[config.mk]
export PLATFORM = sky130hd
export DESIGN_NAME = vbi_line_mode_resolver
export DESIGN_NICKNAME = d
export VERILOG_FILES = /design/src/rtl/vlm_pkg.sv /design/src/rtl/vlm_regbank.sv /design/src/rtl/vlm_lookup.sv /design/src/rtl/vlm_line_irq.sv /design/src/rtl/vbi_line_mode_resolver.sv
export SDC_FILE = /design/constraint.sdc
export NUM_CORES = 1
export LEC_CHECK = 0
export ABC_AREA = 1
export BUFFER_PORTS_ARGS = -buffer_cell sky130_fd_sc_hd__buf_2
export CAP_MARGIN = 20
export CORE_ASPECT_RATIO = 2
export CORE_MARGIN = 2
export CORE_UTILIZATION = 60
export CTS_CLUSTER_SIZE = 8
export DETAILED_ROUTE_END_ITERATION = 7
export HOLD_SLACK_MARGIN = 0.03
export PLACE_DENSITY = 0.77
export SLEW_MARGIN = 20
export SYNTH_ARGS = -nofsm -noshare
export SYNTH_HDL_FRONTEND = slang
export SYNTH_SLANG_ARGS = --single-unit
[constraint.sdc]
create_clock -name clk -period 10 [get_ports clk]
set_input_delay 2 -clock clk [delete_from_list [all_inputs] [get_ports clk]]
set_output_delay 2 -clock clk [all_outputs]
set_load 0.005 [all_outputs]
[src/rtl/vlm_pkg.sv]
package vlm_pkg;

  typedef struct packed {
    logic       filter_en;
    logic       fifo_route;
    logic       err_reject;
    logic       edc_en;
    logic [3:0] service;
  } line_cfg_t;

  localparam logic [7:0] SLICER_OFF_BYTE = 8'hFF;
  localparam logic [7:0] FF_MODE_RESET   = 8'h7F;

  // services that carry a correctable code
  function automatic logic edc_capable(input logic [3:0] code);
    return (code >= 4'd1) && (code <= 4'd4);
  endfunction

  function automatic line_cfg_t decode_mode(input logic [7:0] m);
    line_cfg_t d;
    d.filter_en  = m[7];
    d.fifo_route = m[6];
    d.err_reject = m[5];
    d.edc_en     = m[4] && edc_capable(m[3:0]);
    d.service    = m[3:0];
    return d;
  endfunction

endpackage

[src/rtl/vlm_regbank.sv]
module vlm_regbank #(
  parameter int NUM_REGS = 44,
  parameter int ADDR_W   = 8
) (
  input  logic                     clk,
  input  logic                     rst_n,
  input  logic                     wr_en,
  input  logic [ADDR_W-1:0]        addr,
  input  logic [7:0]               wdata,
  output logic [7:0]               rdata,
  output logic [NUM_REGS-1:0][7:0] line_regs,
  output logic [7:0]               ff_mode,
  output logic                     ff_en,
  output logic [7:0]               irq_cfg
);
  import vlm_pkg::*;

  localparam logic [ADDR_W-1:0] A_FFMODE = ADDR_W'(NUM_REGS);
  localparam logic [ADDR_W-1:0] A_FFEN   = ADDR_W'(NUM_REGS + 1);
  localparam logic [ADDR_W-1:0] A_IRQ    = ADDR_W'(NUM_REGS + 2);

  for (genvar g = 0; g < NUM_REGS; g++) begin : g_line
    always_ff @(posedge clk) begin
      if (!rst_n)
        line_regs[g] <= SLICER_OFF_BYTE;
      else if (wr_en && addr == ADDR_W'(g))
        line_regs[g] <= wdata;
    end
  end

  always_ff @(posedge clk) begin
    if (!rst_n) begin
      ff_mode <= FF_MODE_RESET;
      ff_en   <= 1'b0;
      irq_cfg <= 8'h00;
    end else if (wr_en) begin
      if (addr == A_FFMODE) ff_mode <= wdata;
      if (addr == A_FFEN)   ff_en   <= wdata[0];
      if (addr == A_IRQ)    irq_cfg <= wdata;
    end
  end

  always_comb begin
    rdata = 8'h00;
    for (int i = 0; i < NUM_REGS; i++)
      if (addr == ADDR_W'(i)) rdata = line_regs[i];
    if (addr == A_FFMODE) rdata = ff_mode;
    if (addr == A_FFEN)   rdata = {7'd0, ff_en};
    if (addr == A_IRQ)    rdata = irq_cfg;
  end

endmodule

[src/rtl/vlm_lookup.sv]
module vlm_lookup #(
  parameter int FIRST_LINE = 6,
  parameter int NUM_LINES  = 22,
  parameter int LINE_W     = 10,
  parameter int PAL_SHIFT  = 3,
  localparam int NUM_REGS  = 2 * NUM_LINES,
  localparam int IDX_W     = LINE_W + 2
) (
  input  logic [LINE_W-1:0]        line_num,
  input  logic                     field_id,
  input  logic                     pal_mode,
  input  logic [NUM_REGS-1:0][7:0] line_regs,
  input  logic [7:0]               ff_mode,
  input  logic                     ff_en,
  output logic                     in_range,
  output logic                     per_is_ff,
  output logic [7:0]               sel_mode
);
  import vlm_pkg::*;

  localparam logic [LINE_W:0] LO = (LINE_W+1)'(FIRST_LINE);
  localparam logic [LINE_W:0] HI = (LINE_W+1)'(FIRST_LINE + NUM_LINES - 1);

  logic [LINE_W:0] table_line;
  logic [LINE_W:0] rel_line;
  logic [IDX_W-1:0] idx;
  logic [7:0]       per_val;

  always_comb begin
    table_line = {1'b0, line_num} + (pal_mode ? (LINE_W+1)'(PAL_SHIFT) : '0);
    in_range   = (table_line >= LO) && (table_line <= HI);
    rel_line   = table_line - LO;
    idx        = {rel_line, field_id};
    per_val    = SLICER_OFF_BYTE;
    if (in_range)
      for (int i = 0; i < NUM_REGS; i++)
        if (idx == IDX_W'(i)) per_val = line_regs[i];
    per_is_ff = (per_val == SLICER_OFF_BYTE);
    if (!per_is_ff)  sel_mode = per_val;
    else if (ff_en)  sel_mode = ff_mode;
    else             sel_mode = SLICER_OFF_BYTE;
  end

endmodule

[src/rtl/vlm_line_irq.sv]
module vlm_line_irq #(
  parameter int LINE_W     = 10,
  parameter int IRQ_LINE_W = 6,
  parameter int MIN_LINE   = 2
) (
  input  logic [7:0]        irq_cfg,
  input  logic [LINE_W-1:0] line_num,
  input  logic              field_id,
  output logic              hit
);
  logic [IRQ_LINE_W-1:0] prog_line;
  logic                  fld_en;

  always_comb begin
    prog_line = irq_cfg[IRQ_LINE_W-1:0];
    fld_en    = field_id ? irq_cfg[6] : irq_cfg[7];
    hit       = fld_en && (prog_line >= IRQ_LINE_W'(MIN_LINE)) &&
                (line_num == LINE_W'(prog_line));
  end

endmodule

[src/rtl/vbi_line_mode_resolver.sv]
module vbi_line_mode_resolver #(
  parameter int FIRST_LINE = 6,
  parameter int NUM_LINES  = 22,
  parameter int LINE_W     = 10,
  parameter int ADDR_W     = 8,
  parameter int PAL_SHIFT  = 3
) (
  input  logic              clk,
  input  logic              rst_n,
  input  logic              cfg_wr,
  input  logic [ADDR_W-1:0] cfg_addr,
  input  logic [7:0]        cfg_wdata,
  output logic [7:0]        cfg_rdata,
  input  logic              pal_mode,
  input  logic              line_start,
  input  logic [LINE_W-1:0] line_num,
  input  logic              field_id,
  output logic              eff_filter,
  output logic              eff_fifo_route,
  output logic              eff_err_reject,
  output logic              eff_edc,
  output logic [3:0]        eff_service,
  output logic              line_irq
);
  import vlm_pkg::*;

  localparam int NUM_REGS = 2 * NUM_LINES;

  logic [NUM_REGS-1:0][7:0] line_regs;
  logic [7:0]  ff_mode_q;
  logic        ff_en_q;
  logic [7:0]  irq_cfg_q;
  logic        lk_in_range;
  logic        lk_per_is_ff;
  logic [7:0]  lk_sel_mode;
  logic        irq_hit;
  line_cfg_t   cfg_q;
  logic        irq_q;

  vlm_regbank #(.NUM_REGS(NUM_REGS), .ADDR_W(ADDR_W)) u_bank (
    .clk(clk), .rst_n(rst_n), .wr_en(cfg_wr), .addr(cfg_addr),
    .wdata(cfg_wdata), .rdata(cfg_rdata), .line_regs(line_regs),
    .ff_mode(ff_mode_q), .ff_en(ff_en_q), .irq_cfg(irq_cfg_q)
  );

  vlm_lookup #(.FIRST_LINE(FIRST_LINE), .NUM_LINES(NUM_LINES),
               .LINE_W(LINE_W), .PAL_SHIFT(PAL_SHIFT)) u_lookup (
    .line_num(line_num), .field_id(field_id), .pal_mode(pal_mode),
    .line_regs(line_regs), .ff_mode(ff_mode_q), .ff_en(ff_en_q),
    .in_range(lk_in_range), .per_is_ff(lk_per_is_ff), .sel_mode(lk_sel_mode)
  );

  vlm_line_irq #(.LINE_W(LINE_W)) u_irq (
    .irq_cfg(irq_cfg_q), .line_num(line_num), .field_id(field_id), .hit(irq_hit)
  );

  always_ff @(posedge clk) begin
    if (!rst_n) begin
      cfg_q <= decode_mode(SLICER_OFF_BYTE);
      irq_q <= 1'b0;
    end else begin
      if (line_start) cfg_q <= decode_mode(lk_sel_mode);
      irq_q <= line_start && irq_hit;
    end
  end

  assign eff_filter     = cfg_q.filter_en;
  assign eff_fifo_route = cfg_q.fifo_route;
  assign eff_err_reject = cfg_q.err_reject;
  assign eff_edc        = cfg_q.edc_en;
  assign eff_service    = cfg_q.service;
  assign line_irq       = irq_q;

endmodule

==> flow_summary.json <==
{
  "clkTransAtPathRegs_ns": 0.06,
  "yosys.area.top_type": "dfxtp_1",
  "r2r_cells": 35,
  "gr-usage-all-layers_pct": 43.6,
  "hold_viol": 0,
  "crit_type": "in -> out",
  "layout-drive-gt1-share_pct": 7.02,
  "p_leak_uw": 0.0109,
  "ant_nets": 0,
  "fin_crit_sh_pct": 90.7,
  "end_kind": "primary output",
  "crit_arrival_ns": 7.07,
  "critPathMaxFanout": 8,
  "fin_crit_ns": 9.07,
  "route.vias.total": 22400,
  "syn_inst": 3283,
  "post-cts-setup-buffers": 0,
  "synth.most_common_cell": "nand2_1",
  "synth_edf_count": 0,
  "place_area_um2": 21100,
  "dominantRegCellSynth": "dfxtp_1",
  "antenna_found_initial": 5,
  "numClockSinks": 378,
  "ys_types": 47,
  "first_iter_violations": 1965,
  "dp_hpwl_um": 55400,
  "wire_per_inst_um": 21.4,
  "fp-row-count": 96,
  "cts_resized": 0,
  "ys_ff_latch": 378,
  "overflow": 0,
  "crit_path_max_incr_delay_ns": 0.57,
  "final_cell_area_um2": 22400,
  "hold_path_class": "reg -> reg",
  "tns_ns": 0,
  "fin_util_pct": 65.5,
  "io_pins": 49,
  "tightest_slew_ns": 1.13,
  "grt_pass1_vias": 22000,
  "worst_skew_pair.late_latency_ns": 0.59,
  "drt-pass1-iter-count": 7,
  "synth_commonest_cells": "nand2_1, inv_1, dfxtp_1",
  "drt_wl_total_um": 79400,
  "die-area_um2": 36200,
  "maxSlewHeadroom_pct": 24.7,
  "finalSetupViolations": 0,
  "critPathRequiredTime_ns": 8.00,
  "vdd_ir_drop_max_v": 0.000147,
  "power_density_nw_per_um2": 149,
  "async_flop_share_pct": 0,
  "netlist_area_um2": 20800,
  "crit_cells": 31,
  "die_w_um": 136,
  "root_buffer": "clkbuf_16",
  "cts_made_buffers": 53,
  "min_path_cells": 2,
  "synth-seq-area-share_pct": 36.4,
  "max_freq_mhz": 110,
  "synthToLayoutAreaGrowth_pct": 8.02,
  "grt_max_degree": 94,
  "ys_top_cells_by_area": "dfxtp_1, nand2_1, inv_1",
  "status": "finished clean",
  "syn-num-nets": 3318,
  "num-nets-final": 3295,
  "place.port_buffers": 48,
  "htreeDepth": 2,
  "clockBufferDepth": 3,
  "netlist.area_leader.share_pct": 36.4,
  "skew_ns": 0.0118,
  "core_area_um2": 34200,
  "hold_buffers": 0,
  "viasPerCell": 6.05,
  "cpMaxStageDelayCell": "nor3b_1",
  "synth_warnings": 0,
  "gp_congestion": 1.06,
  "drc": 0,
  "cap_violations": 0,
  "die_h_um": 267,
  "critPathLaunchType": "input pin",
  "cts_tree": "yes",
  "grt_pass1_wl_um": 120000,
  "cp.buffers_inverters": 3,
  "cp_top_family": "compound AO/OA/AOI/OAI gates",
  "start_util_pct": 60.7,
  "avgSynthCellArea_um2": 6.33,
  "rsz0062_at_grt": "no",
  "finalMaxSlewViolations": 0
}
## cell families (layout without fill, tap and decap cells)
logic type / Yosys count / in the layout / share of synthesized area (%)
compound gates: 679 / 679 / 18.3
xor+xnor: 4 / 4 / 0.169
fa+ha+maj: 3 / 3 / 0.217
buf+inv: 584 / 563 / 11.3
flops: 378 / 378 / 36.4
other cells: 0 / 1 / 0
simple gates: 1635 / 1635 / 33.6
## per-stage QoR
step	hold slack (ns)	power [uW]	instances	setup WS (ns)
after floorplan	0.438	1690	3283	2.84
after global placement	0.449	1770	3646	1.14
after detailed placement	0.450	1780	3646	1.20
after CTS	0.465	3340	3703	1.17
after global routing	0.483	3420	3704	0.461
final	0.464	3350	3704	0.928
## tightest hold or removal path, delay by kind of cell (launching register included)
family,cells,cell delay [ns]
flops,1,0.32
simple gates,1,0.05
compound gates,1,0.07
## state kept, by name (all words and copies together), names as in the netlist
name / count
eff_edc: 1
line_irq: 1
u_bank.irq_cfg: 8
u_bank.line_regs: 352
eff_err_reject: 1
u_bank.ff_en: 1
u_bank.ff_mode: 8
eff_fifo_route: 1
eff_service: 4
eff_filter: 1
## worst paths after layout
kind,to,slack [ns],startpoint
worst max-delay path,cfg_rdata[6],0.93,cfg_addr[3]
worst min-delay path,eff_service[3],0.46,eff_service[3]
worst max register to register,eff_edc,5.23,u_bank.line_regs[34]
worst min register to register,eff_service[3],0.46,eff_service[3]
## power breakdown
| group | internal (uW) | switching, uW | total, uW |
|---|---|---|---|
| logic | 56.8 | 183 | 239 |
| registers | 1510 | 3.32 | 1520 |
| clock network | 928 | 668 | 1600 |
| total | 2500 | 854 | 3350 |
## layout by cell type (no fill, tap or decap), types with 10 or more instances in the layout
cell	n
nand2_1	1024
inv_1	417
dfxtp_1	378
a21oi_1	303
nand3_1	261
o21ai_0	228
nor2_1	199
o211ai_1	95
clkbuf_16	53
buf_2	47
nand4_1	43
or2_2	29
buf_4	28
nor2_2	21
nor3_1	16
o2111ai_1	13
o22ai_1	11
nand2_2	11
a221oi_1	10
## layer usage
metal  up-vias  global-route usage [%]  part of all wire (%)
li1      10500                       -                     -
met1     10100                    41.0                    31
met2      1255                    75.9                    49
met3       528                    10.2                   8.6
met4         8                    41.2                    11
met5         -                       0                 0.073
## area by class of cell
class | count | area, um2
multi-input cells | 2321 | 10900
repair buffers | 76 | 457
well taps | 441 | 552
flip-flops and latches | 378 | 7570
inverters | 430 | 1620
clock inverters | 4 | 46.3
fillers | 3248 | 11800
diodes | 1 | 2.50
clock buffers | 53 | 1330
No activity file was read; power rests on OpenSTA's default activity.
